`src/rtl/idx_perm_pkg.sv`:
```
package idx_perm_pkg;
  typedef enum logic {
    DIR_FWD = 1'b0,
    DIR_REV = 1'b1
  } dir_e;
endpackage

```
`src/rtl/idx_modmul.sv`:
```
// Constant-step modular multiply, reduced by a chain of compare-subtract stages.
module idx_modmul #(
  parameter int P     = 61,
  parameter int G     = 2,
  parameter int G_INV = 31,
  localparam int IDX_W = $clog2(P)
) (
  input  logic [IDX_W-1:0] a_i,
  input  logic             rev_i,
  output logic [IDX_W-1:0] r_o
);
  localparam int PW = 2 * IDX_W;

  logic [IDX_W-1:0] mult;
  logic [PW-1:0]    stage [IDX_W+1];

  assign mult         = rev_i ? IDX_W'(G_INV) : IDX_W'(G);
  assign stage[IDX_W] = PW'(a_i) * PW'(mult);

  // product < P * 2^IDX_W, so removing P<<s for s = IDX_W-1..0 leaves the residue
  for (genvar s = IDX_W - 1; s >= 0; s--) begin : g_red
    localparam logic [PW-1:0] SUB = PW'(P) << s;
    assign stage[s] = (stage[s+1] >= SUB) ? stage[s+1] - SUB : stage[s+1];
  end

  assign r_o = IDX_W'(stage[0]);
endmodule

```
`src/rtl/idx_seq_ctrl.sv`:
```
module idx_seq_ctrl
  import idx_perm_pkg::*;
#(
  parameter int P = 61,
  localparam int IDX_W = $clog2(P),
  localparam int CNT_W = $clog2(P - 1)
) (
  input  logic             clk_i,
  input  logic             rst_ni,
  input  logic             start_i,
  input  logic             mode_i,
  input  logic [IDX_W-1:0] nxt_i,
  output logic [IDX_W-1:0] idx_o,
  output logic             valid_o,
  output logic             half_o,
  output logic             done_o,
  output logic             rev_o
);
  localparam logic [CNT_W-1:0] LAST_C = CNT_W'(P - 2);
  localparam logic [CNT_W-1:0] HALF_C = CNT_W'((P - 1) / 2);

  logic             busy_q, done_q;
  logic [CNT_W-1:0] cnt_q;
  logic [IDX_W-1:0] idx_q;
  dir_e             dir_q;
  logic             at_last;

  assign at_last = (cnt_q == LAST_C);

  always_ff @(posedge clk_i or negedge rst_ni) begin
    if (!rst_ni) begin
      busy_q <= 1'b0;
      done_q <= 1'b0;
      cnt_q  <= '0;
      idx_q  <= '0;
      dir_q  <= DIR_FWD;
    end else begin
      done_q <= busy_q && at_last;
      if (busy_q) begin
        if (at_last) begin
          busy_q <= 1'b0;
        end else begin
          cnt_q <= cnt_q + 1'b1;
          idx_q <= nxt_i;
        end
      end else if (start_i) begin
        busy_q <= 1'b1;
        cnt_q  <= '0;
        idx_q  <= IDX_W'(1);
        dir_q  <= dir_e'(mode_i);
      end
    end
  end

  assign idx_o   = idx_q;
  assign valid_o = busy_q;
  assign half_o  = busy_q && (cnt_q == HALF_C);
  assign done_o  = done_q;
  assign rev_o   = (dir_q == DIR_REV);
endmodule

```
`src/rtl/idx_perm_seq.sv`:
```
module idx_perm_seq #(
  parameter int P     = 61,
  parameter int G     = 2,
  parameter int G_INV = 31,
  localparam int IDX_W = $clog2(P)
) (
  input  logic             clk_i,
  input  logic             rst_ni,
  input  logic             start_i,
  input  logic             mode_i,
  output logic [IDX_W-1:0] idx_o,
  output logic             valid_o,
  output logic             half_o,
  output logic             done_o
);
  logic [IDX_W-1:0] nxt;
  logic             run_rev;

  idx_seq_ctrl #(.P(P)) i_ctrl (
    .clk_i  (clk_i),
    .rst_ni (rst_ni),
    .start_i(start_i),
    .mode_i (mode_i),
    .nxt_i  (nxt),
    .idx_o  (idx_o),
    .valid_o(valid_o),
    .half_o (half_o),
    .done_o (done_o),
    .rev_o  (run_rev)
  );

  idx_modmul #(.P(P), .G(G), .G_INV(G_INV)) i_mul (
    .a_i  (idx_o),
    .rev_i(run_rev),
    .r_o  (nxt)
  );
endmodule

```
`config.mk`:
```
export PLATFORM = sky130hd
export DESIGN_NAME = idx_perm_seq
export DESIGN_NICKNAME = d
export VERILOG_FILES = /design/src/rtl/idx_perm_pkg.sv /design/src/rtl/idx_modmul.sv /design/src/rtl/idx_seq_ctrl.sv /design/src/rtl/idx_perm_seq.sv
export SDC_FILE = /design/constraint.sdc
export NUM_CORES = 1
export LEC_CHECK = 0
export BUFFER_PORTS_ARGS = -buffer_cell sky130_fd_sc_hd__buf_2
export CORE_MARGIN = 3
export CORE_UTILIZATION = 45
export DETAILED_ROUTE_END_ITERATION = 12
export GPL_TIMING_DRIVEN = 0
export PLACE_DENSITY_LB_ADDON = 0.12
export SLEW_MARGIN = 20
export SYNTH_ARGS = -nofsm -noshare
export SYNTH_HDL_FRONTEND = slang
export SYNTH_SLANG_ARGS = --single-unit
```
`constraint.sdc`:
```
create_clock -name clk_i -period 9.2 [get_ports clk_i]
set_input_delay 0.46 -clock clk_i [delete_from_list [all_inputs] [get_ports clk_i]]
set_output_delay 0.46 -clock clk_i [all_outputs]
set_load 0.01 [all_outputs]
```
==> results.tsv, run 1 <==
metric	value	unit
async set or reset register ratio after synthesis	100.0	%
final hold viol count	0	
largest net degree at the start of global routing	16	
Die H	98.81	µm
Total Wirelength	10.87	mm
first-pass GRT wire length	17.74	mm
Final Max Slew Viols	0	
delay of the slowest critical-path stage	0.61	ns
DR WL/cell	16.99	µm
Routed Antenna Nets	0	
gr usage total	21.12	%
Syn Nets	550	
grt ovf	0	
GP Congestion	0.8727	
core footprint	8299	µm²
clk slew on worst S/H paths	0.06	ns
CTS root buffer	clkbuf_8	
Via-to-Cell Ratio	6.370	
Mapped Avg Cell Area	7.630	µm²
post-synthesis mux area share	3.744	%
Simple-Gate Fraction of Synth Area	30.41	%
Worst Path Class, Setup	reg2reg	
Synth area leaders	dfrtp_1 9.7%, ha_1 9.4%, nand2_1 5.0%	
cts bufs inserted	3	
Boundary Pins	13	
Pre-antenna DRT Iters	5	
Syn-to-layout area delta	13.59	%
FMAX	113.3	MHz
Rows	33	
DP Wirelength	8.302	mm
post-layout minimum cycle time	8.825	ns
Critical Path RT	9.34	ns
worst path bufs/invs	6	
Synth Cell Area	3876	µm²
family with the most delay on the worst path	simple AND/OR/NAND/NOR gates	
Worst EP arrival	8.96	ns
crit end category	register	
Top FF cell, synth	dfrtp_1	
outcome	complete, no violations	
adder-cell share of the synthesized area	14.27	%
vias in the first global route	3801	
Worst Tran Pin Value	0.7231	ns
sequential fraction of the synthesis area	9.684	%
layout cells sized above 1	20.93	%
TritonCTS clock tree	built	
# clock sinks	15	
final core utilization	53.05	%
clock buffer depth	2	
Final period util	95.92	%
routed via count	4077	
die outline width	98.81	µm
largest family of logic cells by synthesized area	compound AO/OA/AOI/OAI gates	
H-tree depth	1	
Iter 0 DRT Violations	274	
clk_skew	0.002875	ns
Synth warnings	0	
Commonest cells post-synth	52 x nand2_1, 52 x nor2_1, 29 x ha_1	
Max-Cap Viols	0	
initial antenna violation count	0	
CP Launch Type	register	
Clock Latency Late Sink	0.25	ns
Remaining DRCs	0	
Syn Inst Count	508	
Hold Path Class	in2async	
share of the synthesized area in the top cell type	9.684	%
Initial Utilization	46.71	%
post-synth top area cell	dfrtp_1	
highest-delay cell along the critical path	o311ai_1	
Post-Synth XOR/XNOR Area	4.487	%
crit-path max FO	10	
Yosys reg bits	15	
nets	578	
Compound-Gate Fraction of Synth Area	32.99	%
relative slew slack	51.03	%
Post-CTS Hold Buffers	0	
diode count	0	
# port buffers	12	
Min Hold Slack	0.1012	ns
number of synthesized flops with an enable pin	0	
Die ar.	9763	µm²
post-synth cell types	97	
Final setup violation count	0	
==> cells in the final DEF, fill, tap and decap left out, types with 13 or more instances in the layout <==
master / n
buf_2: 17
nand2_1: 50
and2_1: 13
buf_4: 13
inv_1: 23
nor3_1: 13
ha_1: 26
a21oi_1: 17
nor2_1: 51
o21ai_0: 23
nand3_1: 27
==> metal layers <==
layer  global-route usage, %  part of all wire, %
met1                   29.04                   46
met2                   36.31                   48
met4                   3.887                  1.5
met5                       0                    0
met3                   1.911                  5.1
==> area by class of cell <==
type                    count  area, µm²
fillers                   797       3896
multi-input cells         452       3505
flip-flops and latches     15      379.1
repair buffers             26      181.4
well taps                 105      131.4
inverters                  24      90.09
plain buffers              14      71.32
clock buffers               4      45.04
==> final timing paths <==
path | start | end | slack, ns | depth (start not counted)
setup / recovery | i_ctrl.rev_o | i_ctrl.idx_o[5] | 0.38 | 34
hold / removal | rst_ni | i_ctrl.valid_o | 0.10 | 1
setup reg to reg | i_ctrl.rev_o | i_ctrl.idx_o[5] | 0.38 | 34
hold reg to reg | i_ctrl.cnt_q[5] | i_ctrl.cnt_q[5] | 0.54 | 1
max in group asynchronous | rst_ni | i_ctrl.idx_o[1] | 8.84 | 1
min in group clk_i | mode_i | i_ctrl.rev_o | 0.41 | 3
==> timing repair <==
action / in CTS / in global routing
setup buffers: 6 / 8
pin swaps: 5 / 7
gates cloned: 0 / 0
gates resized for setup: 10 / 28
endpoints found under the setup margin: 6 / 6
==> stage by stage <==
stage	TNS [ns]	std cells	cell area (µm²)	setup slack, ns
final	0	640	4403	0.3751
after global routing	-0.02698	640	4403	-0.02698
after CTS	0	633	4199	0.1258
after detailed placement	-3.968	625	4068	-0.7865
after global placement	-3.090	625	4068	-0.6406
after floorplan	0	508	3876	0.6164
==> flip-flops by register name (all words and copies together) (netlist names) <==
signal and flops:
i_ctrl.idx_o 6, i_ctrl.cnt_q 6, i_ctrl.valid_o 1, i_ctrl.rev_o 1, i_ctrl.done_o 1
==> cell families after synthesis <==
group,count (synthesis)
flip-flops,15
AND/OR/NAND/NOR,228
adder cells (fa/ha/maj),39
XOR/XNOR,19
buffers and inverters,41
multiplexers,13
AO/OA/AOI/OAI,153
==> worst register-to-register path: cells and delay by family (launching register included) <==
family / cells / cell delay, ns
compound gates: 10 / 2.62
xor+xnor: 1 / 0.26
buf+inv: 6 / 0.79
fa+ha+maj: 5 / 1.82
simple gates: 12 / 2.83
flops: 1 / 0.41
Power of run 1 is left out: the tool's default activity adds up to more than one toggle a clock period on the data nets, which glitch-free logic cannot reach.
==> run 2, diff against run 1 <==
- RECOVER_POWER: default -> 50
==> results.tsv, run 2 (synthesized netlist as in run 1, its figures left out) <==
metric	value	unit	change
first-pass GRT wire length	17.74	mm	unchanged
commonest non-fill, non-tap cell in the layout	nor2_1		unchanged
Worst EP arrival	8.96	ns	about the same
Max-Cap Viols	0		unchanged
GP Congestion	0.8727		unchanged
crit end category	register		unchanged
Critical Path RT	9.34	ns	about the same
Critical R2R Launch	i_ctrl.rev_o		unchanged
global routing's busiest layer	met2		unchanged
Post-DP Area	4068	µm²	unchanged
Final Max Slew Viols	0		unchanged
R2R Path End	i_ctrl.idx_o[5]		unchanged
# port buffers	12		unchanged
core footprint	8299	µm²	unchanged
Final period util	95.92	%	unchanged
FMAX	113.3	MHz	unchanged
DR WL/cell	16.99	µm	about the same
DP Wirelength	8.302	mm	unchanged
GR Layer Usage met2	36.31	%	unchanged
Fillers	798		was 797
post-layout minimum cycle time	8.825	ns	unchanged
CP Launch Type	register		unchanged
clock buffer depth	2		unchanged
Final setup violation count	0		unchanged
Iter 0 DRT Violations	275		was 274
Boundary Pins	13		unchanged
Worst Tran Pin Value	0.7725	ns	was 0.7231 ns
TritonCTS clock tree	built		unchanged
gr usage total	21.12	%	unchanged
Routed Antenna Nets	0		unchanged
post-route setup slack	0.3751	ns	unchanged
GR Layer Usage met3	1.911	%	unchanged
final hold viol count	0		unchanged
global routing usage on met1	29.04	%	unchanged
# clock sinks	15		unchanged
Die ar.	9763	µm²	unchanged
reg-to-reg setup timing slack	0.38	ns	about the same
layout cells sized above 1	20.75	%	was 20.93%
routed via count	4077		unchanged
Clock Latency Late Sink	0.25	ns	about the same
clk slew on worst S/H paths	0.06	ns	about the same
Post-CTS Hold Buffers	0		unchanged
dpl ws	-0.7865	ns	unchanged
cts bufs inserted	3		unchanged
crit-path max FO	10		unchanged
outcome	complete, no violations		unchanged
diode count	0		unchanged
initial antenna violation count	0		unchanged
largest net degree at the start of global routing	16		unchanged
grt ovf	0		unchanged
final instance area	4402	µm²	was 4403 µm²
vias in the first global route	3801		unchanged
Remaining DRCs	0		unchanged
Total Wirelength	10.87	mm	about the same
Syn-to-layout area delta	13.56	%	was 13.59%
Pre-antenna DRT Iters	5		unchanged
H-tree depth	1		unchanged
relative slew slack	48.50	%	was 51.03%
highest-delay cell along the critical path	o311ai_1		unchanged
Via-to-Cell Ratio	6.370		unchanged
delay of the slowest critical-path stage	0.61	ns	about the same
Hold Path Class	in2async		unchanged
worst reg-to-reg path cell count	34		unchanged
most frequent cells in the layout	51 x nor2_1, 50 x nand2_1, 27 x nand3_1		unchanged
Rows	33		unchanged
Die H	98.81	µm	unchanged
nets	578		unchanged
CTS root buffer	clkbuf_8		unchanged
clk_skew	0.002584	ns	was 0.002875 ns
die outline width	98.81	µm	unchanged
Initial Utilization	46.71	%	unchanged
Worst Path Class, Setup	reg2reg		unchanged
run 2: final cells by class:
class | instances | area (µm²) | area share, %
Clock buffer | 4 | 45.04 | 1.023
Sequential cell | 15 | 379.1 | 8.613
Multi-Input combinational cell | 452 | 3505 | 79.62
Buffer | 14 | 71.32 | 1.620
Inverter | 24 | 90.09 | 2.047
Timing Repair Buffer | 26 | 180.2 | 4.093
Tap cell | 105 | 131.4 | 2.985
run 2: repair_timing:
action	CTS	global route
cloned	0	0
gates resized for setup	10	28
pin swaps	5	7
buffers inserted	6	8
endpoints found under the setup margin	6	6
run 2: worst max path at each step:
stage,startpoint,endpoint,slack [ns]
after floorplan,i_ctrl.idx_o[2],i_ctrl.idx_o[5],0.62
after global placement,i_ctrl.rev_o,i_ctrl.idx_o[5],-0.64
after detailed placement,i_ctrl.rev_o,i_ctrl.idx_o[5],-0.79
after CTS,i_ctrl.idx_o[2],i_ctrl.idx_o[5],0.13
after global routing,i_ctrl.rev_o,i_ctrl.idx_o[5],-0.03
final,i_ctrl.rev_o,i_ctrl.idx_o[5],0.38
run 2: layer usage:
metal / part of all wire, % / routed length [µm]
met5: 0 / 0
met3: 5.0 / 547
met1: 46 / 4962
met4: 1.5 / 160
met2: 48 / 5203
run 2: per-stage QoR:
| stage | instances | hold slack (ns) | utilization, % | setup TNS [ns] |
|---|---|---|---|---|
| 5_1_grt | 640 | 0.3189 | 53.04 | -0.02698 |
| 3_5_place_dp | 625 | 0.3783 | 49.01 | -3.968 |
| 2_1_floorplan | 508 | 0.1644 | - | 0 |
| 6_report | 640 | 0.2621 | 53.04 | 0 |
| 4_1_cts | 633 | 0.1150 | 50.60 | 0 |
| 3_3_place_gp | 625 | 0.3783 | 49.01 | -3.090 |
run 2: critical path, delay by kind of cell (launching register included):
family                   cells  cell delay, ns
AO/OA/AOI/OAI               10            2.62
XOR/XNOR                     1            0.26
adder cells (fa/ha/maj)      5            1.82
buffers and inverters        6            0.79
flip-flops                   1            0.41
AND/OR/NAND/NOR             12            2.83
Power of run 2 is left out for the same reason.
